===== src/rtl/rx_line_pkg.sv =====
package rx_line_pkg;

  // number of symbols in front of a substitution pulse that get blanked
  localparam int BLANK_SPAN = 3;

  typedef enum logic [1:0] {
    IF_SINGLE = 2'b00,
    IF_DUAL   = 2'b01,
    IF_RAW    = 2'b10,
    IF_RAW_B  = 2'b11
  } if_mode_e;

  // one symbol held in the delay window
  typedef struct packed {
    logic vld;
    logic rda;   // data or positive rail
    logic rdb;   // violation or negative rail
  } slot_t;

endpackage


===== src/rtl/rx_sym_judge.sv =====
module rx_sym_judge
  import rx_line_pkg::*;
(
  input  logic       single_mode,
  input  logic       hdb3_en,
  input  logic       pos,
  input  logic       neg,
  input  logic       have_mark,
  input  logic       last_pos,
  input  logic [1:0] prior_marks,
  output slot_t      sym,
  output logic       is_mark,
  output logic       sub_hit
);

  logic same_pol;
  logic two_spaces;

  always_comb begin
    is_mark    = pos ^ neg;
    same_pol   = is_mark && have_mark && (pos == last_pos);
    two_spaces = !prior_marks[0] && !prior_marks[1];
    sub_hit    = 1'b0;
    sym.vld    = 1'b1;
    if (!single_mode) begin
      sym.rda = pos;
      sym.rdb = neg;
    end else if (!hdb3_en) begin
      sym.rda = is_mark;
      sym.rdb = same_pol;
    end else begin
      sub_hit = same_pol && two_spaces;
      sym.rda = is_mark && !sub_hit;
      sym.rdb = same_pol && !sub_hit;
    end
  end

endmodule


===== src/rtl/rx_sym_window.sv =====
module rx_sym_window
  import rx_line_pkg::*;
#(
  parameter int DEPTH = 4
) (
  input  logic  clk,
  input  logic  rst_n,
  input  logic  shift,
  input  logic  pop,
  input  logic  blank,
  input  slot_t din,
  output slot_t tail
);

  localparam int LAST = DEPTH - 1;

  slot_t st [DEPTH];

  for (genvar i = 0; i < DEPTH; i++) begin : g_stage
    if (i == 0) begin : g_head
      always_ff @(posedge clk) begin
        if (!rst_n)     st[0] <= '0;
        else if (shift) st[0] <= din;
      end
    end else begin : g_body
      always_ff @(posedge clk) begin
        if (!rst_n) begin
          st[i] <= '0;
        end else if (shift) begin
          st[i].vld <= st[i-1].vld;
          st[i].rdb <= st[i-1].rdb;
          st[i].rda <= (blank && (i <= BLANK_SPAN)) ? 1'b0 : st[i-1].rda;
        end else if (pop && (i == LAST)) begin
          st[i].vld <= 1'b0;
        end
      end
    end
  end

  assign tail = st[LAST];

endmodule


===== src/rtl/rx_out_format.sv =====
module rx_out_format
  import rx_line_pkg::*;
(
  input  logic  raw_mode,
  input  logic  edge_hi,
  input  logic  in_valid,
  input  logic  in_pos,
  input  logic  in_neg,
  input  logic  out_ready,
  input  slot_t tail,
  output logic  in_ready,
  output logic  out_valid,
  output logic  out_rda,
  output logic  out_rdb,
  output logic  rclk_o
);

  always_comb begin
    if (raw_mode) begin
      in_ready  = out_ready;
      out_valid = in_valid;
      out_rda   = ~(in_pos ^ edge_hi);
      out_rdb   = ~(in_neg ^ edge_hi);
      rclk_o    = in_pos ^ in_neg;
    end else begin
      in_ready  = !tail.vld || out_ready;
      out_valid = tail.vld;
      out_rda   = tail.rda;
      out_rdb   = tail.rdb;
      rclk_o    = (tail.vld && out_ready) ^ edge_hi;
    end
  end

endmodule


===== src/rtl/rx_line_fmt.sv =====
module rx_line_fmt
  import rx_line_pkg::*;
#(
  parameter int WIN_DEPTH = 4
) (
  input  logic       clk,
  input  logic       rst_n,
  input  logic [1:0] mode,
  input  logic       hdb3_en,
  input  logic       edge_hi,
  input  logic       in_valid,
  output logic       in_ready,
  input  logic       in_pos,
  input  logic       in_neg,
  output logic       out_valid,
  input  logic       out_ready,
  output logic       out_rda,
  output logic       out_rdb,
  output logic       rclk_o
);

  localparam int MIN_DEPTH = BLANK_SPAN + 1;
  localparam int DEPTH_USE = (WIN_DEPTH < MIN_DEPTH) ? MIN_DEPTH : WIN_DEPTH;

  if_mode_e mode_e;
  logic     raw_mode;
  logic     single_mode;
  logic     in_fire;
  logic     shift;
  logic     pop;
  logic     have_mark;
  logic     last_pos;
  logic [1:0] prior_marks;
  slot_t    sym;
  slot_t    tail;
  logic     is_mark;
  logic     sub_hit;

  assign mode_e      = if_mode_e'(mode);
  assign raw_mode    = (mode_e == IF_RAW) || (mode_e == IF_RAW_B);
  assign single_mode = (mode_e == IF_SINGLE);
  assign in_fire     = in_valid && in_ready;
  assign shift       = in_fire && !raw_mode;
  assign pop         = !raw_mode && tail.vld && out_ready;

  // polarity and spacing history of the single-rail stream
  always_ff @(posedge clk) begin
    if (!rst_n) begin
      have_mark   <= 1'b0;
      last_pos    <= 1'b0;
      prior_marks <= 2'b00;
    end else if (shift && single_mode) begin
      prior_marks <= {prior_marks[0], is_mark};
      if (is_mark) begin
        have_mark <= 1'b1;
        last_pos  <= in_pos;
      end
    end
  end

  rx_sym_judge u_judge (
    .single_mode (single_mode),
    .hdb3_en     (hdb3_en),
    .pos         (in_pos),
    .neg         (in_neg),
    .have_mark   (have_mark),
    .last_pos    (last_pos),
    .prior_marks (prior_marks),
    .sym         (sym),
    .is_mark     (is_mark),
    .sub_hit     (sub_hit)
  );

  rx_sym_window #(.DEPTH(DEPTH_USE)) u_window (
    .clk   (clk),
    .rst_n (rst_n),
    .shift (shift),
    .pop   (pop),
    .blank (sub_hit),
    .din   (sym),
    .tail  (tail)
  );

  rx_out_format u_format (
    .raw_mode  (raw_mode),
    .edge_hi   (edge_hi),
    .in_valid  (in_valid),
    .in_pos    (in_pos),
    .in_neg    (in_neg),
    .out_ready (out_ready),
    .tail      (tail),
    .in_ready  (in_ready),
    .out_valid (out_valid),
    .out_rda   (out_rda),
    .out_rdb   (out_rdb),
    .rclk_o    (rclk_o)
  );

endmodule


===== config.mk =====
export PLATFORM = sky130hd
export DESIGN_NAME = rx_line_fmt
export DESIGN_NICKNAME = d
export VERILOG_FILES = /design/src/rtl/rx_line_pkg.sv /design/src/rtl/rx_sym_judge.sv /design/src/rtl/rx_sym_window.sv /design/src/rtl/rx_out_format.sv /design/src/rtl/rx_line_fmt.sv
export SDC_FILE = /design/constraint.sdc
export NUM_CORES = 1
export LEC_CHECK = 0
export ABC_AREA = 1
export BUFFER_PORTS_ARGS = -buffer_cell sky130_fd_sc_hd__buf_4
export CAP_MARGIN = 20
export CORE_MARGIN = 2
export CORE_UTILIZATION = 34
export CTS_CLUSTER_SIZE = 20
export DETAILED_ROUTE_END_ITERATION = 7
export SETUP_SLACK_MARGIN = 0.1
export SLEW_MARGIN = 20
export SYNTH_ARGS = -nofsm -noshare
export SYNTH_HDL_FRONTEND = slang
export SYNTH_HIERARCHICAL = 1
export SYNTH_SLANG_ARGS = --single-unit

===== constraint.sdc =====
create_clock -name clk -period 2.9 [get_ports clk]
set_clock_uncertainty 0.05 [all_clocks]
set_input_delay 0 -clock clk [delete_from_list [all_inputs] [get_ports clk]]
set_output_delay 0 -clock clk [all_outputs]
set_load 0.02 [all_outputs]

==> impl_metrics.ini, run 1 <==
[hold_path]
whs_endpoint = last_pos
worstHoldPathType = in2reg
min_from = in_pos
whs_path_depth = 5

[yosys]
ys_warn_count = 6
syn-num-nets = 129
netlist_instances = 119
netlist_area_um2 = 935
synth.avg_cell_area_um2 = 7.85
synth_cell_types = 22
ys_ff_latch = 16
synth_seq_area_share_pct = 47.1

[clock_network]
cts_buffer_depth = 2
cts.sinks = 16
cts_setup_buffers = 0
clk_latency_ps = 280
htree_levels = 1
cts-root-buf = clkbuf_4
clkTransAtPathRegs_ps = 90
cts_tree = built
cts_buffers = 3

[floorplan]
start_util_pct = 34.8
coreArea_um2 = 2690
die_w_um = 56.4
placementRows = 19
die_y_um = 56.4
dieArea_um2 = 3180
io_pins = 15

[global_route]
busiest_layer = met2
first_global_vias = 710
grt_pass1_wl_mm = 2.79
use_met3_pct = 2.76
grt_antenna_before_repair = 0
use_met2_pct = 20.1
overflow = 0
use_met1_pct = 12.6
track_usage_pct = 11.0
grt_max_degree = 12

[routing]
drc_errors = 0
post_drt_wl_per_cell_um = 9.73
drt_pass1_iterations = 4
wirelength_mm = 1.63
via_count = 739
drtIter0Drc = 18
vias_per_cell = 4.43
ant_nets = 0

[worst_setup_path]
crit_fanout = 11
start_kind = register
r2r_cells = 5
crit_path_end_kind = register
timing.rr.end = u_window/st[3][0]
critPathKind = reg2reg
rrSetupSlack_ps = 1120
r2r_start = u_window/st[3][2]
cp.required_ps = 2780
worstPathArrival_ps = 1660

[timing]
fin_crit_ps = 1780
fmax_mhz = 561
rsz0062_at_grt = false
drv_slew = 0
fin_crit_sh_pct = 61.5
finalSetupTns_ps = 0
hold_violations = 0
setup_viol = 0

[finish]
fin_area_um2 = 1100
nNetsFinal = 147
multiInputGateArea_um2 = 370
mostFrequentLayoutCells = 31 x nand2_1, 22 x inv_1, 16 x nor2_1
area_growth_pct = 17.9
antennaDiodeCount = 0
regArea_um2 = 440
finish.utilization_pct = 41.0
nFillCells = 288
final_common_cell = nand2_1
layout-drive-gt1-share_pct = 24.3

[placed_design]
gp_congestion = 0.850
placed_area_um2 = 1060
io_buffers = 14
place_hpwl_mm = 1.28

[outcome]
status = finished, final reports clean

[power]
p_per_area_nw_per_um2 = 419
ir_drop_mv = 0.209
leakage_nw = 0.512

[job]
cap_viol_max_count = 0
## power breakdown
group	internal, mW	total (mW)	switching, mW
Clock	0.0498	0.116	0.0666
Sequential	0.258	0.262	0.00415
Combinational	0.0330	0.0834	0.0504
Total	0.340	0.462	0.121
## flip-flops by register name (all words and copies together), names as in the netlist
signal,count
prior_marks,2
u_window/st,12
have_mark,1
last_pos,1
## final cells by class
type	instances	area share, %
inverter	27	9.19
clock buffer	3	2.04
timing repair buffer	16	11.4
multi-input combinational	73	33.6
tap	31	3.52
sequential	16	40.0
clock inverter	1	0.341
## worst max-delay path: stages, from the launching register on
cell and delay [ps]:
edfxtp_1 450, o21bai_1 210, nand2_1 100, nor2_1 200
inv_1 80, nand2_1 350
## repair_timing
item	in CTS	in global routing
hold endpoints to repair	4	0
gates resized for setup	0	0
hold buffers	2	0
## metal layers
| layer | vias to the layer above | part of all wire (%) | wire length, um |
|---|---|---|---|
| li1 | 395 | - | - |
| met2 | 15 | 52 | 839 |
| met5 | - | 0 | 0 |
| met3 | 0 | 6.6 | 108 |
| met1 | 329 | 42 | 677 |
| met4 | 0 | 0 | 0 |
## synth_stat cells (all sizes together)
cell	n	area, um^2
edfxtp	12	360
o21bai	2	18.8
nand4	2	18.8
nand2	33	129
nor2	20	100
buf	2	18.8
dfxtp	4	80.1
a21oi	4	20.0
inv	27	101
nand3b	1	7.51
nand3	10	72.6
conb	1	3.75
clkbuf	1	3.75
## worst max-delay path by stage
| stage | start | end | slack, ps |
|---|---|---|---|
| detailed placement | u_window/st[3][2] | u_window/st[1][0] | 1110 |
| floorplan | u_window/st[3][2] | u_window/st[0][0] | 1000 |
| global placement | u_window/st[3][2] | u_window/st[0][2] | 1180 |
| CTS | u_window/st[3][2] | u_window/st[1][0] | 1090 |
| finish | u_window/st[3][2] | u_window/st[3][0] | 1120 |
| global route | u_window/st[3][2] | u_window/st[2][1] | 960 |
## stage by stage
step	setup slack [ps]	hold slack [ps]	total power, mW	cells
6_report	1120	49.1	0.462	167
5_1_grt	959	108	0.488	167
4_1_cts	1090	46.9	0.468	167
3_5_place_dp	1110	233	0.349	161
3_3_place_gp	1180	225	0.347	161
2_1_floorplan	1000	71.3	0.318	119
## cells by family (layout without fill, tap and decap cells)
family	Yosys count	after routing	synth area share, %
AND/OR/NAND/NOR	66	66	35.1
other	1	1	0.401
flip-flops	16	16	47.1
buffers and inverters	30	47	13.3
AO/OA/AOI/OAI	6	6	4.15
Power figures use the tool's default switching activity.
==> run 2: changes to the inputs <==
- clock period: 2.9 -> 1.86 ns (I/O delays scaled with it)
==> run 2 against run 1 <==
Flip-flop and latch count unchanged. Clock power rose by 62%. Sequential share of layout area down 0.40 points. Largest power group unchanged. Final cell count is 0.60% higher. Clock-buffer cell count unchanged.
==> impl_metrics.ini, run 2 (synthesized netlist as in run 1, its figures left out) <==
[worst_setup_path]
worstPathArrival_ps = 1570
start_kind = register
cp.required_ps = 1810
critPathKind = reg2reg
r2r_cells = 6
crit_fanout = 11
crit_path_end_kind = register

[hold_path]
worstHoldPathType = in2reg
whs_path_depth = 5

[global_route]
grt_pass1_wl_mm = 2.95
overflow = 0
grt_antenna_before_repair = 0
first_global_vias = 704
track_usage_pct = 11.7
grt_max_degree = 12

[job]
cap_viol_max_count = 0

[floorplan]
coreArea_um2 = 2690
io_pins = 15
die_y_um = 56.4
start_util_pct = 34.8
dieArea_um2 = 3180
placementRows = 19
die_w_um = 56.4

[finish]
reg.largest.list = u_window/st (12), prior_marks (2)
largest_reg_flops = 12
layout-drive-gt1-share_pct = 25.5
final_common_cell = nand2_1
antennaDiodeCount = 0
largest_register = u_window/st
area_growth_pct = 19.1
nNetsFinal = 148
mostFrequentLayoutCells = 31 x nand2_1, 22 x inv_1, 16 x nor2_1

[power]
p_per_area_nw_per_um2 = 656
power_uw = 730
ir_drop_mv = 0.350
leakage_nw = 0.517

[timing]
fmax_mhz = 614
fin_crit_sh_pct = 87.5
hold_violations = 0
drv_slew = 0
fin_crit_ps = 1630
setup_viol = 0
rsz0062_at_grt = false
finalSetupTns_ps = 0

[routing]
via_count = 743
wirelength_mm = 1.67
vias_per_cell = 4.42
ant_nets = 0
post_drt_wl_per_cell_um = 9.93
wl_met1_um = 752
route.met3.wl_um = 85
drt_pass1_iterations = 4
drtIter0Drc = 23
drc_errors = 0
highest_layer = met3
met2_length_um = 831

[placed_design]
io_buffers = 14
place_hpwl_mm = 1.27
gp_congestion = 0.828

[clock_network]
cts.sinks = 16
clkTransAtPathRegs_ps = 90
htree_levels = 1
cts_setup_buffers = 0
cts_tree = built
cts_buffers = 3
cts_buffer_depth = 2
cts-root-buf = clkbuf_4
clk_latency_ps = 280

[outcome]
status = finished, final reports clean
[run 2: cell count changes in the layout (fill, tap and decap cells not counted), sizes merged]
cell,change
buf,+1
[run 2: worst paths after layout]
check                         start                end  slack [ps]
setup / recovery  u_window/st[3][2]  u_window/st[2][1]         230
hold / removal               in_pos           last_pos          50
setup reg to reg  u_window/st[3][2]  u_window/st[2][1]         230
hold reg to reg      prior_marks[1]     prior_marks[1]         410
[run 2: what timing repair did]
action | 4_1_cts | 5_1_grt
hold buffers | 2 | 0
hold endpoints to repair | 4 | 0
resized for setup | 0 | 0
[run 2: worst max-delay path: stages (launching register included)]
cell	delay, ps
edfxtp_1	470
o21bai_2	190
nand2_1	90
nor2_1	200
inv_1	90
nand2_1	60
buf_4	190
[run 2: metal layers]
| metal | track usage (%) | vias to the layer above |
|---|---|---|
| met5 | 0 | - |
| met4 | 5.10 | 0 |
| met3 | 2.53 | 0 |
| met2 | 19.6 | 13 |
| met1 | 14.2 | 335 |
| li1 | - | 395 |
[run 2: final cells by class]
cell class | count | area, um^2
fillers | 287 | 1570
flip-flops and latches | 16 | 440
multi-input cells | 73 | 374
repair buffers | 17 | 133
inverters | 27 | 101
well taps | 31 | 38.8
clock buffers | 3 | 22.5
clock inverters | 1 | 3.75
[run 2: per-stage QoR]
step / hold slack, ps / cell area, um^2 / util [%] / worst slack, ps / std cells
after detailed placement: 237 / 1070 / 39.7 / 246 / 162
final: 47.1 / 1110 / 41.5 / 232 / 168
after global routing: 73.2 / 1110 / 41.5 / 114 / 168
after global placement: 225 / 1070 / 39.7 / 318 / 162
after CTS: 43.6 / 1110 / 41.5 / 236 / 168
after floorplan: 71.3 / 938 / - / 104 / 119
[run 2: power breakdown]
part	switching [mW]	internal [mW]	leakage, nW
combinational	0.0799	0.0539	0.343
sequential	0.00669	0.401	0.159
clock	0.110	0.0779	0.0154
==> run 3: changes to the inputs <==
--- a/config.mk
+++ b/config.mk
@@ -11,5 +11,6 @@
 export CORE_MARGIN = 2
-export CORE_UTILIZATION = 34
+export CORE_UTILIZATION = 50
 export CTS_CLUSTER_SIZE = 20
 export DETAILED_ROUTE_END_ITERATION = 7
+export PLACE_DENSITY = 0.72
 export SETUP_SLACK_MARGIN = 0.1
==> constraint.sdc (replaced) <==
create_clock -name clk -period 1.86 [get_ports clk]
set_clock_uncertainty 0.05 [all_clocks]
set_input_delay 0.093 -clock clk [delete_from_list [all_inputs] [get_ports clk]]
set_output_delay 0.093 -clock clk [all_outputs]
set_load 0.02 [all_outputs]
==> run 3 against run 2 <==
Die area is 30% lower. Register-to-register slack improved by 20 ps. Final cell count down 4.8%. Cell area fell by 2.5%. Hold slack got worse by 10 ps. Clock power fell by 4%. Utilization grew 21 points. Critical path depth unchanged. Critical endpoint is now u_window/st[1][1]. Highest routed layer is now met4.
==> impl_metrics.ini, run 3 (synthesized netlist as in run 1, its figures left out) <==
[floorplan]
die_w_um = 47.2
coreArea_um2 = 1750
die_y_um = 47.2
dieArea_um2 = 2230
start_util_pct = 53.5
placementRows = 15
io_pins = 15

[placed_design]
place_hpwl_mm = 1.26
gp_congestion = 0.774
placed_area_um2 = 1060
io_buffers = 14

[finish]
largest_reg_flops = 12
finish.utilization_pct = 62.2
fin_area_um2 = 1090
final_common_cell = nand2_1
largest_register = u_window/st
reg.largest.list = u_window/st (12), prior_marks (2)
area_growth_pct = 16.2
nNetsFinal = 146
antennaDiodeCount = 0
layout-drive-gt1-share_pct = 25.9
mostFrequentLayoutCells = 31 x nand2_1, 22 x inv_1, 16 x nor2_1

[timing]
hold_violations = 0
fmax_mhz = 620
setup_viol = 0
rsz0062_at_grt = false
drv_slew = 0
finalSetupTns_ps = 0
fin_crit_sh_pct = 86.7
fin_crit_ps = 1610
hold_slack_ps = 37.0

[clock_network]
htree_levels = 1
cts.sinks = 16
cts-root-buf = clkbuf_4
cts_tree = built
ctsResizeCount = 0
clkTransAtPathRegs_ps = 90
clk_latency_ps = 280
cts_buffer_depth = 2
cts_setup_buffers = 0
cts_hold_buf = 0
cts_buffers = 3

[worst_setup_path]
cp_slowest_cell = edfxtp_1
slowest_delay_ps = 470
cp.required_ps = 1800
crit_fanout = 11
crit_path_end_kind = register
start_kind = register
critPathKind = reg2reg
crit_chain = o21bai_2 > nand2_1 > nor2_1 > inv_1 > nand2_1 > buf_4
worstPathArrival_ps = 1550
crit_top_cell = nand2_1

[routing]
drc_errors = 0
via_count = 745
vias_per_cell = 4.66
ant_nets = 0
drt_pass1_iterations = 4
drtIter0Drc = 20
wirelength_mm = 1.61
post_drt_wl_per_cell_um = 10.1

[global_route]
grt_antenna_before_repair = 0
first_global_vias = 628
overflow = 0
grt_pass1_wl_mm = 2.46
grt_max_degree = 12
track_usage_pct = 16.2

[power]
p_per_area_nw_per_um2 = 662
power_uw = 719
ir_drop_mv = 0.523
leakage_nw = 0.509

[outcome]
status = finished, final reports clean

[hold_path]
worstHoldPathType = in2reg

[job]
cap_viol_max_count = 0
[run 3: cell types whose count changed in the layout (fill, tap and decap cells not counted)]
cell	previous run	this run
dlygate4sd3_1	2	0
[run 3: area by class of cell]
class	count	area, um^2
clock buffers	3	22.5
multi-input cells	73	374
clock inverters	1	3.75
well taps	25	31.3
inverters	27	101
repair buffers	15	113
fillers	174	659
flip-flops and latches	16	440
[run 3: worst max-delay path, delay by kind of cell (launching register included)]
family | cells | cell delay [ps]
buffers and inverters | 2 | 260
AND/OR/NAND/NOR | 3 | 340
AO/OA/AOI/OAI | 1 | 180
flip-flops | 1 | 470
[run 3: final timing paths]
check                         start                end  slack (ps)  cells after the start
setup / recovery  u_window/st[3][2]  u_window/st[1][1]         250                      6
hold / removal                rst_n           last_pos          40                      3
setup reg to reg  u_window/st[3][2]  u_window/st[1][1]         250                      6
hold reg to reg           have_mark          have_mark         420                      2
[run 3: where the power goes]
part           switching (mW)  total [mW]  internal [mW]  leakage, nW
combinational          0.0787       0.130         0.0511        0.334
clock                   0.103       0.181         0.0778       0.0154
sequential            0.00665       0.408          0.401        0.159
[run 3: metrics by stage]
stage | instances | worst slack (ps)
6_report | 160 | 247
5_1_grt | 160 | 127
4_1_cts | 160 | 262
3_5_place_dp | 156 | 282
3_3_place_gp | 156 | 326
2_1_floorplan | 119 | 104
[run 3: layer usage]
metal | track usage [%] | wire, um | vias to the layer above
met4 | 5.00 | 12 | 0
met1 | 17.5 | 698 | 331
met3 | 5.77 | 88 | 2
met5 | 0 | 0 | -
met2 | 29.2 | 809 | 19
li1 | - | - | 393
